===== config.mk =====
export PLATFORM = sky130hd
export DESIGN_NAME = fwp_gate
export DESIGN_NICKNAME = d
export VERILOG_FILES = /design/src/rtl/fwp_pkg.sv /design/src/rtl/fwp_pulse_qual.sv /design/src/rtl/fwp_region.sv /design/src/rtl/fwp_wp_track.sv /design/src/rtl/fwp_gate.sv
export SDC_FILE = /design/constraint.sdc
export NUM_CORES = 1
export LEC_CHECK = 0
export BUFFER_PORTS_ARGS = -buffer_cell sky130_fd_sc_hd__buf_4
export CAP_MARGIN = 20
export CORE_AREA = 3 3 40 42
export DETAILED_ROUTE_END_ITERATION = 7
export DIE_AREA = 0 0 43 45
export GPL_TIMING_DRIVEN = 1
export SLEW_MARGIN = 20
export SYNTH_ARGS = -nofsm -noshare
export SYNTH_HDL_FRONTEND = slang
export SYNTH_SLANG_ARGS = --single-unit
export TNS_END_PERCENT = 100

===== constraint.sdc =====
create_clock -name clk -period 1.24 [get_ports clk]
set_input_delay 0.124 -clock clk [delete_from_list [all_inputs] [get_ports clk]]
set_output_delay 0.124 -clock clk [all_outputs]
set_load 0.01 [all_outputs]

===== src/rtl/fwp_pkg.sv =====
package fwp_pkg;
  // Half-open window test done one bit wider so the upper bound cannot wrap.
  function automatic logic in_window(input logic [31:0] a,
                                     input logic [31:0] base,
                                     input logic [31:0] size);
    logic [32:0] hi;
    hi = {1'b0, base} + {1'b0, size};
    return (a >= base) && ({1'b0, a} < hi);
  endfunction
endpackage


===== src/rtl/fwp_pulse_qual.sv =====
module fwp_pulse_qual #(
  parameter int MIN_W = 2
) (
  input  logic clk,
  input  logic rst_n,
  input  logic ce_n,
  input  logic we_n,
  input  logic oe_n,
  input  logic vdd_low,
  output logic end_ok
);
  localparam int CW = $clog2(MIN_W + 1);
  localparam logic [CW-1:0] SAT = CW'(MIN_W);

  logic          wr_low;
  logic [CW-1:0] cnt_q, cnt_d;
  logic          cnt_en;

  assign wr_low = !ce_n && !we_n && oe_n && !vdd_low;

  always_comb begin
    cnt_en = 1'b0;
    cnt_d  = cnt_q;
    if (!wr_low) begin
      cnt_en = (cnt_q != '0);
      cnt_d  = '0;
    end else if (cnt_q != SAT) begin
      cnt_en = 1'b1;
      cnt_d  = cnt_q + 1'b1;
    end
  end

  always_ff @(posedge clk or negedge rst_n) begin
    if (!rst_n)      cnt_q <= '0;
    else if (cnt_en) cnt_q <= cnt_d;
  end

  // Release edge of a long-enough pulse, with no inhibit present at the edge.
  assign end_ok = (cnt_q == SAT) && (ce_n || we_n) && oe_n && !vdd_low;
endmodule


===== src/rtl/fwp_region.sv =====
module fwp_region
  import fwp_pkg::*;
#(
  parameter int ADDR_W    = 20,
  parameter int PROT_BASE = 'hFF000,
  parameter int PROT_SIZE = 4096
) (
  input  logic [ADDR_W-1:0] addr,
  input  logic              bank_big,
  output logic              hit
);
  localparam logic [31:0] BASE32 = 32'(PROT_BASE);
  localparam logic [31:0] SIZE32 = 32'(PROT_SIZE);

  logic [31:0] addr32;
  assign addr32 = 32'(addr);
  assign hit    = bank_big && in_window(addr32, BASE32, SIZE32);
endmodule


===== src/rtl/fwp_wp_track.sv =====
module fwp_wp_track (
  input  logic clk,
  input  logic rst_n,
  input  logic wp_n,
  input  logic op_active,
  input  logic refuse,
  output logic wp_eff,
  output logic viol
);
  logic wp_lat_q, wp_lat_d, lat_en;
  logic viol_q, viol_d;

  always_comb begin
    lat_en   = !op_active;
    wp_lat_d = wp_n;
    viol_d   = viol_q | refuse | (op_active && (wp_n != wp_lat_q));
  end

  always_ff @(posedge clk or negedge rst_n) begin
    if (!rst_n) begin
      wp_lat_q <= 1'b0;
      viol_q   <= 1'b0;
    end else begin
      if (lat_en) wp_lat_q <= wp_lat_d;
      viol_q <= viol_d;
    end
  end

  assign wp_eff = op_active ? wp_lat_q : wp_n;
  assign viol   = viol_q;
endmodule


===== src/rtl/fwp_gate.sv =====
module fwp_gate #(
  parameter int ADDR_W    = 20,
  parameter int MIN_W     = 2,
  parameter int PROT_BASE = 'hFF000,
  parameter int PROT_SIZE = 4096
) (
  input  logic              clk,
  input  logic              rst_n,
  input  logic              ce_n,
  input  logic              we_n,
  input  logic              oe_n,
  input  logic              wp_n,
  input  logic              vdd_low,
  input  logic              op_active,
  input  logic              bank_big,
  input  logic [ADDR_W-1:0] addr,
  output logic              wr_accept,
  output logic              prot_viol
);
  logic end_ok, hit, wp_eff, refuse;
  logic acc_q, acc_d;

  fwp_pulse_qual #(.MIN_W(MIN_W)) u_qual (
    .clk(clk), .rst_n(rst_n), .ce_n(ce_n), .we_n(we_n),
    .oe_n(oe_n), .vdd_low(vdd_low), .end_ok(end_ok)
  );

  fwp_region #(.ADDR_W(ADDR_W), .PROT_BASE(PROT_BASE), .PROT_SIZE(PROT_SIZE)) u_region (
    .addr(addr), .bank_big(bank_big), .hit(hit)
  );

  fwp_wp_track u_wp (
    .clk(clk), .rst_n(rst_n), .wp_n(wp_n), .op_active(op_active),
    .refuse(refuse), .wp_eff(wp_eff), .viol(prot_viol)
  );

  always_comb begin
    refuse = end_ok && hit && !wp_eff;
    acc_d  = end_ok && !refuse;
  end

  always_ff @(posedge clk or negedge rst_n) begin
    if (!rst_n) acc_q <= 1'b0;
    else        acc_q <= acc_d;
  end

  assign wr_accept = acc_q;
endmodule


# ---- Yosys cells after proc, flatten, opt, wreduce, memory -nomap -nowiden
# Index checks and enable logic that the tools add are counted.
dict set report op_classes {
  add_sub_neg 1
  magnitude_cmp 2
  eq_ne 4
  muxes 5
  bitwise_logic 2
  reduce_logical 20
}
# op count
set op_table {}
lappend op_table {{less-than comparator 20 x 21 -> 1 bit (second input constant)} 1}
lappend op_table {{>= comparator 20 bit (second input constant)} 1}
lappend op_table {{logical AND 1 bit} 12}
lappend op_table {{zero test 1 bit} 5}
lappend op_table {{2-to-1 mux 2 bit} 2}
lappend op_table {{!= test 2 bit (second input constant)} 2}
lappend op_table {{2-to-1 mux 1 bit} 3}
lappend op_table {{adder 2 x 1 -> 2 bit (second input constant)} 1}
lappend op_table {{equality test 2 bit (second input constant)} 1}
lappend op_table {{OR 1 bit} 2}
lappend op_table {{AND reduction 2 bit} 1}
lappend op_table {{nonzero test 2 bit} 1}
lappend op_table {{logical OR 1 bit} 1}
lappend op_table {{!= test 1 bit} 1}
dict set report word_totals {
  reg_bits 5
  inputBits 29
  out_inout_bits 2
  elab_cells 38
}

# ---- Longest topological paths before layout
# Gate-level depths: netlist of run 1.
dict set report logic_depth {
  word_depth 8
  depth_mapped 4
  ltp_nobuf 4
}

# ---- Hierarchy
# A second synthesis of run 1 with hierarchy kept.
dict set report unflattened {
  cells_unflattened 26
  area_unflattened_um2 302.8
}
# mod instances cells_each area_each_um2 seq_area_each_um2
set by_module_without_submodules {}
lappend by_module_without_submodules {fwp_pulse_qual 1 13 156.4 50.0}
lappend by_module_without_submodules {fwp_wp_track 1 5 78.8 50.0}
lappend by_module_without_submodules {fwp_gate 1 4 42.5 25.0}
lappend by_module_without_submodules {fwp_region 1 4 25.0 0.0}

# ---- Worst setup path after synthesis of run 1
# No wires, ideal clock.
dict set report synth_timing {
  kind {register to register}
  start {register u_qual.cnt_q[0]}
  end {register u_wp.viol_q, in the netlist u_wp.viol}
  setup_ns 0.066
  t_arrival_ns 1.081
  slack_ns 0.093
  path_stages_with_launch 5
  path_buffers 0
  period_less_slack_ns 1.147
  cell_sequence {dfrtp_1 > inv_1 > ha_1 > nor4bb_1 > a221o_1}
}
dict set report synth_via {
  elab_chain_cells 8
}
# item line
set synth_lines {}
lappend synth_lines {{from (decl)} fwp_pulse_qual.sv:16} ;# logic [CW-1:0] cnt_q, cnt_d;
lappend synth_lines {{from (signal assigned)} fwp_pulse_qual.sv:35} ;# else if (cnt_en) cnt_q <= cnt_d;
lappend synth_lines {{equality test 2 bit} fwp_pulse_qual.sv:39} ;# assign end_ok = (cnt_q == SAT) && (ce_n || we_n) && oe_n && !vdd_low;
lappend synth_lines {{logical AND 1 bit (3 in series)} fwp_pulse_qual.sv:39}
lappend synth_lines {{logical AND 1 bit (2 in series)} fwp_gate.sv:38} ;# refuse = end_ok && hit && !wp_eff;
lappend synth_lines {{OR 1 bit (2 in series)} fwp_wp_track.sv:16} ;# viol_d = viol_q | refuse | (op_active && (wp_n != wp_lat_q));
lappend synth_lines {{via u_wp.viol_d} fwp_wp_track.sv:11} ;# logic viol_q, viol_d;
lappend synth_lines {{to (signal assigned)} fwp_wp_track.sv:25} ;# viol_q <= viol_d;
lappend synth_lines {{to (decl)} fwp_wp_track.sv:11}
# The timed path passes the listed nets, and every way through them passes these cells.
# A chain may end at the register's enable or synchronous reset.

# ---- Worst setup path in the final report of run 1
# Same ends and word-level chain as after synthesis.

==> impl_metrics.json, run 1 <==
{
  "ys.flop_type": "dfrtp_1",
  "worst_setup_path_start_kind": "register",
  "synth.area.top_cells": "dfrtp_1 (42%), ha_1 (8.4%), nor4_4 (7.1%)",
  "fin_cells": 65,
  "ys_warn_count": 0,
  "synth_cells": 25,
  "rsz0062_at_grt": "false",
  "diodes": 0,
  "dpl_cell_area_um2": 468,
  "synthMuxAreaShare": 0.117,
  "synth-compound-area-share": 0.0544,
  "worst_setup_path_end_kind": "register",
  "num_rows": 13,
  "synth.net_count": 56,
  "p_leak_nw": 0.248,
  "utilization": 0.406,
  "cts-root-buf": "clkbuf_4",
  "die_w_um": 43,
  "synthSimpleGateAreaFrac": 0.259,
  "setup_ws_ps": 64.4,
  "min_path_type": "in2reg",
  "io-pin-count": 31,
  "hold_viol": 0,
  "seq_area_um2": 125,
  "design_area_um2": 522,
  "synth_top_area_share": 0.418,
  "pwr-share-seq": 0.331,
  "dpl.cell_count": 60,
  "cts.path.max_buffers": 2,
  "antenna_found_initial": 0,
  "drv_slew": 0,
  "final_antenna_net_count": 0,
  "clockPowerShare": 0.302,
  "io_buffer_count": 18,
  "path_max_fanout": 2,
  "synth_seq_cells": 5,
  "postSynth.asyncResetShare": 1.00,
  "drive_gt1_frac": 0.560,
  "multi_input_area_um2": 180,
  "yosys.area.top_type": "dfrtp_1",
  "drt_iter0_drc": 4,
  "critPathArrivalTime_ps": 1290,
  "grt.overflow.total": 0,
  "syn_area_per_cell_um2": 12.0,
  "viasPerCell": 4.46,
  "synth_xor_area_frac": 0.0293,
  "wl_um": 707,
  "fill_cells": 144,
  "criticalPathCategory": "reg2reg",
  "slew_headroom": 0.782,
  "cts_tree": "built",
  "crit_required_ps": 1360,
  "design.core.area_um2": 1280,
  "power_switching_share": 0.273,
  "post-synth-top-count-cell": "dfrtp_1",
  "grt_max_degree": 6,
  "synth_common_cells": "dfrtp_1 (5), inv_1 (3), ha_1 (2), mux2i_1 (2)",
  "vias": 290,
  "powerDensity_nw_per_um2": 1180,
  "finalHoldWorstSlack_ps": 148,
  "gr-usage-all-layers": 0.0862,
  "yosys.area_share.adder": 0.0837,
  "dieArea_um2": 1940,
  "yosysSeqAreaShare": 0.418,
  "grt_pass1_wl_mm": 1.17,
  "cts_sinks": 5,
  "routabilityCongestion": 0.599,
  "synth_top_family_by_area": "simple AND/OR/NAND/NOR gates",
  "power_frac_comb": 0.367,
  "final.setup_skew_ps": 0.174,
  "grt_pass1_vias": 281,
  "start_util": 0.233,
  "p_int_uw": 446,
  "status": "complete, no violations",
  "drc": 0,
  "synth_cell_types": 17,
  "clk_pin_slew_ps": 40,
  "min_period_over_period": 0.948,
  "ir_drop_uv": 599,
  "setup_violations": 0,
  "h-tree-depth": 1,
  "synth.cell_area_um2": 299,
  "cts_setup_buffers": 0,
  "synth_edf_count": 0,
  "wl_per_cell_um": 10.9,
  "pre_cts_ws_ps": -30.5,
  "cts_made_buffers": 3,
  "worstMarginPinSlew_ps": 326,
  "p_sw_uw": 167,
  "maxCapViolCount": 0,
  "clk_latency_ps": 240,
  "die_h_um": 45,
  "syn_to_final_growth_pct": 74.5,
  "fmax_mhz": 851,
  "first_pass_iters": 4,
  "nets": 82,
  "period_needed_ps": 1180
}
cells in the final DEF, fill, tap and decap left out, drive strengths merged:
cell | synthesis | layout
nor4bb | 1 | 1
buf | 0 | 20
inv | 3 | 3
nor4b | 1 | 1
o22ai | 1 | 1
a221o | 1 | 1
mux2i | 2 | 2
nor2 | 1 | 1
nor4 | 1 | 1
nand2b | 1 | 1
xor2 | 1 | 1
dlygate4sd3 | 0 | 1
ha | 2 | 2
nand3 | 1 | 1
mux2 | 1 | 1
nand4 | 1 | 1
nand2 | 1 | 1
clkbuf | 0 | 4
dfrtp | 5 | 5
nor2b | 1 | 1
sequential cells by signal, summed over array words and instances, names as in the netlist:
signal,count
u_wp.viol,1
u_wp.wp_lat_q,1
wr_accept,1
u_qual.cnt_q,2
worst max-delay path: stages (launching register included):
cell,delay [ps]
dfrtp_1,320
inv_1,50
ha_2,180
nor4bb_4,150
a221o_1,350
cell type report:
cell class              count  share of cell area
multi-input cells          17               0.345
repair buffers             21               0.307
flip-flops and latches      5               0.240
clock buffers               4              0.0504
well taps                  15              0.0360
inverters                   3              0.0216
power by group through the flow:
stage | registers (mW) | clock network (mW) | logic (mW)
floorplan | 0.204 | 0 | 0.113
global placement | 0.204 | 0 | 0.213
detailed placement | 0.206 | 0 | 0.214
CTS | 0.203 | 0.196 | 0.223
global route | 0.207 | 0.203 | 0.255
finish | 0.203 | 0.185 | 0.225
through the flow:
step           power, mW  setup TNS [ps]
2_1_floorplan      0.317               0
3_3_place_gp       0.417           -21.5
3_5_place_dp       0.420           -40.9
4_1_cts            0.622               0
5_1_grt            0.665               0
6_report           0.614               0
cell families after synthesis:
group	count (synthesis)
compound gates	2
xor+xnor	1
fa+ha+maj	2
buf+inv	3
flops	5
mux	3
simple gates	9
routing by layer:
layer	global-route usage	vias up	wire, um	share of wire
met4	0.0361	0	0	0
met5	0	-	0	0
met2	0.129	19	303	0.43
met3	0.0677	0	102	0.14
met1	0.0905	129	301	0.43
li1	-	142	-	-
path summary, 6_finish.rpt:
path | startpoint | end | slack, ps | cells past startpoint
worst max-delay path | u_qual.cnt_q[0]$_DFFE_PN0P_ | u_wp.viol$_DFF_PN0_ | 60 | 4
worst min-delay path | op_active | u_wp.viol$_DFF_PN0_ | 150 | 2
worst max register to register | u_qual.cnt_q[0]$_DFFE_PN0P_ | u_wp.viol$_DFF_PN0_ | 60 | 4
worst min register to register | u_wp.viol$_DFF_PN0_ | u_wp.viol$_DFF_PN0_ | 490 | 1
max in group asynchronous | rst_n | u_wp.wp_lat_q$_DFF_PN0_ | 910 | 2
min in group asynchronous | rst_n | u_wp.viol$_DFF_PN0_ | 230 | 2
timing repair:
item	in CTS	in global routing
hold endpoints to repair	5	0
endpoints found under the setup margin	2	2
pin swaps	0	3
cloned	0	0
hold buffers	1	0
gates resized for setup	1	2
No activity file was read; power rests on OpenSTA's default activity.
==> run 2: changes to the inputs <==
RECOVER_POWER = 50   (was unset)
==> impl_metrics.json, run 2 (synthesis results as in run 1) <==
{
  "p_int_uw": 445,
  "nets": 82,
  "cts_made_buffers": 3,
  "cts-root-buf": "clkbuf_4",
  "critPathArrivalTime_ps": 1290,
  "power_switching_share": 0.273,
  "seq_area_um2": 125,
  "fmax_mhz": 851,
  "worst_setup_path_start_kind": "register",
  "worstHoldStart": "op_active",
  "power_frac_comb": 0.366,
  "pwr-share-seq": 0.332,
  "syn_to_final_growth_pct": 73.2,
  "cts_sinks": 5,
  "final_antenna_net_count": 0,
  "io-pin-count": 31,
  "criticalPathCategory": "reg2reg",
  "cts.path.max_buffers": 2,
  "maxCapViolCount": 0,
  "whs_path_depth": 2,
  "top_register": "u_qual.cnt_q",
  "drt_iter0_drc": 4,
  "clk_pin_slew_ps": 40,
  "grt.overflow.total": 0,
  "min_path_type": "in2reg",
  "drv_slew": 0,
  "final.setup_skew_ps": 0.174,
  "die_h_um": 45,
  "vias": 290,
  "slowest_delay_ps": 350,
  "pre_cts_ws_ps": -30.5,
  "cts_tree": "built",
  "drc": 0,
  "h-tree-depth": 1,
  "grt_pass1_vias": 281,
  "start_util": 0.233,
  "dpl_cell_area_um2": 468,
  "antenna_found_initial": 0,
  "clk_latency_ps": 240,
  "num_rows": 13,
  "crit_required_ps": 1360,
  "grt_max_degree": 6,
  "r2r.worst_path.cells": 4,
  "clockPowerShare": 0.303,
  "hold_viol": 0,
  "diodes": 0,
  "fill_cells": 146,
  "r2r-start": "u_qual.cnt_q[0]$_DFFE_PN0P_",
  "setup_violations": 0,
  "final_common_cell": "buf_4",
  "holdPathEnd": "u_wp.viol$_DFF_PN0_",
  "dieArea_um2": 1940,
  "min_period_over_period": 0.948,
  "layout_common_cells": "buf_4 (19), dfrtp_1 (5), inv_1 (3), clkbuf_4 (3)",
  "largest_register_ffs": 2,
  "r2r_slack_ps": 60,
  "reg2reg_to": "u_wp.viol$_DFF_PN0_",
  "period_needed_ps": 1180,
  "design.core.area_um2": 1280,
  "powerDensity_nw_per_um2": 1180,
  "crit_chain": "inv_1, ha_2, nor4bb_4, a221o_1",
  "path_max_fanout": 2,
  "status": "complete, no violations",
  "drive_gt1_frac": 0.540,
  "setup_ws_ps": 64.4,
  "wl_per_cell_um": 10.8,
  "fin_setup_tns_ps": 0,
  "slew_headroom": 0.782,
  "io_buffer_count": 18,
  "viasPerCell": 4.46,
  "wl_met3_um": 102,
  "multi_input_area_um2": 180,
  "p_sw_uw": 167,
  "design_area_um2": 518,
  "first_pass_iters": 4,
  "slowest_stage": "a221o_1",
  "rsz0062_at_grt": "false",
  "grt_pass1_wl_mm": 1.17,
  "wl_met2_um": 302,
  "wl_um": 704,
  "gr-usage-all-layers": 0.0862,
  "routabilityCongestion": 0.599,
  "ir_drop_uv": 599,
  "worstMarginPinSlew_ps": 326,
  "p_leak_nw": 0.245,
  "met1_length_um": 299,
  "worst_setup_path_end_kind": "register",
  "top_layer_used": "met3",
  "utilization": 0.403,
  "die_w_um": 43
}
==> run 2: timing repair <==
| action | CTS | global route |
|---|---|---|
| endpoints found under the setup margin | 2 | 2 |
| hold buffers | 1 | 0 |
| buffers inserted | 0 | 0 |
| pin swaps | 0 | 3 |
| endpoints found under the hold margin | 5 | 0 |
| resized for setup | 1 | 2 |
==> run 2: worst max-delay path, delay by kind of cell, from the launching register on <==
family / cells / cell delay (ps)
buf+inv: 1 / 50
simple gates: 1 / 150
fa+ha+maj: 1 / 180
flops: 1 / 320
compound gates: 1 / 350
==> run 2: area by class of cell <==
class,instances,share of cell area
Sequential cell,5,0.242
Inverter,3,0.0217
Timing Repair Buffer,21,0.302
Tap cell,15,0.0362
Clock buffer,4,0.0507
Multi-Input combinational cell,17,0.348
==> run 2: stage by stage <==
stage                     power (mW)  instances  hold slack [ps]
after CTS                      0.622         65              141
after detailed placement       0.420         60            -68.2
final                          0.612         65              148
after global placement         0.417         60            -71.0
after global routing           0.663         65              155
after floorplan                0.317         25             -172
==> run 2: layer usage <==
metal  global-route usage  vias up
met5                    0        -
met4               0.0361        0
met3               0.0677        0
met2                0.129       19
met1               0.0905      129
li1                     -      142
==> run 2: how the worst max path moves through the flow <==
stage	end	slack [ps]	start	cells after the start
3_3_place_gp	u_wp.viol$_DFF_PN0_	-20	u_qual.cnt_q[0]$_DFFE_PN0P_	4
2_1_floorplan	u_wp.viol$_DFF_PN0_	90	u_qual.cnt_q[0]$_DFFE_PN0P_	4
6_report	u_wp.viol$_DFF_PN0_	60	u_qual.cnt_q[0]$_DFFE_PN0P_	4
5_1_grt	u_wp.viol$_DFF_PN0_	8	u_qual.cnt_q[1]$_DFFE_PN0P_	3
3_5_place_dp	u_wp.viol$_DFF_PN0_	-30	u_qual.cnt_q[0]$_DFFE_PN0P_	4
4_1_cts	u_wp.viol$_DFF_PN0_	20	u_qual.cnt_q[0]$_DFFE_PN0P_	4
==> run 2: power by group through the flow <==
stage,logic [mW],clock network (mW),registers (mW)
floorplan,0.113,0,0.204
global route,0.254,0.203,0.207
finish,0.224,0.185,0.203
CTS,0.223,0.196,0.203
global placement,0.213,0,0.204
detailed placement,0.214,0,0.206
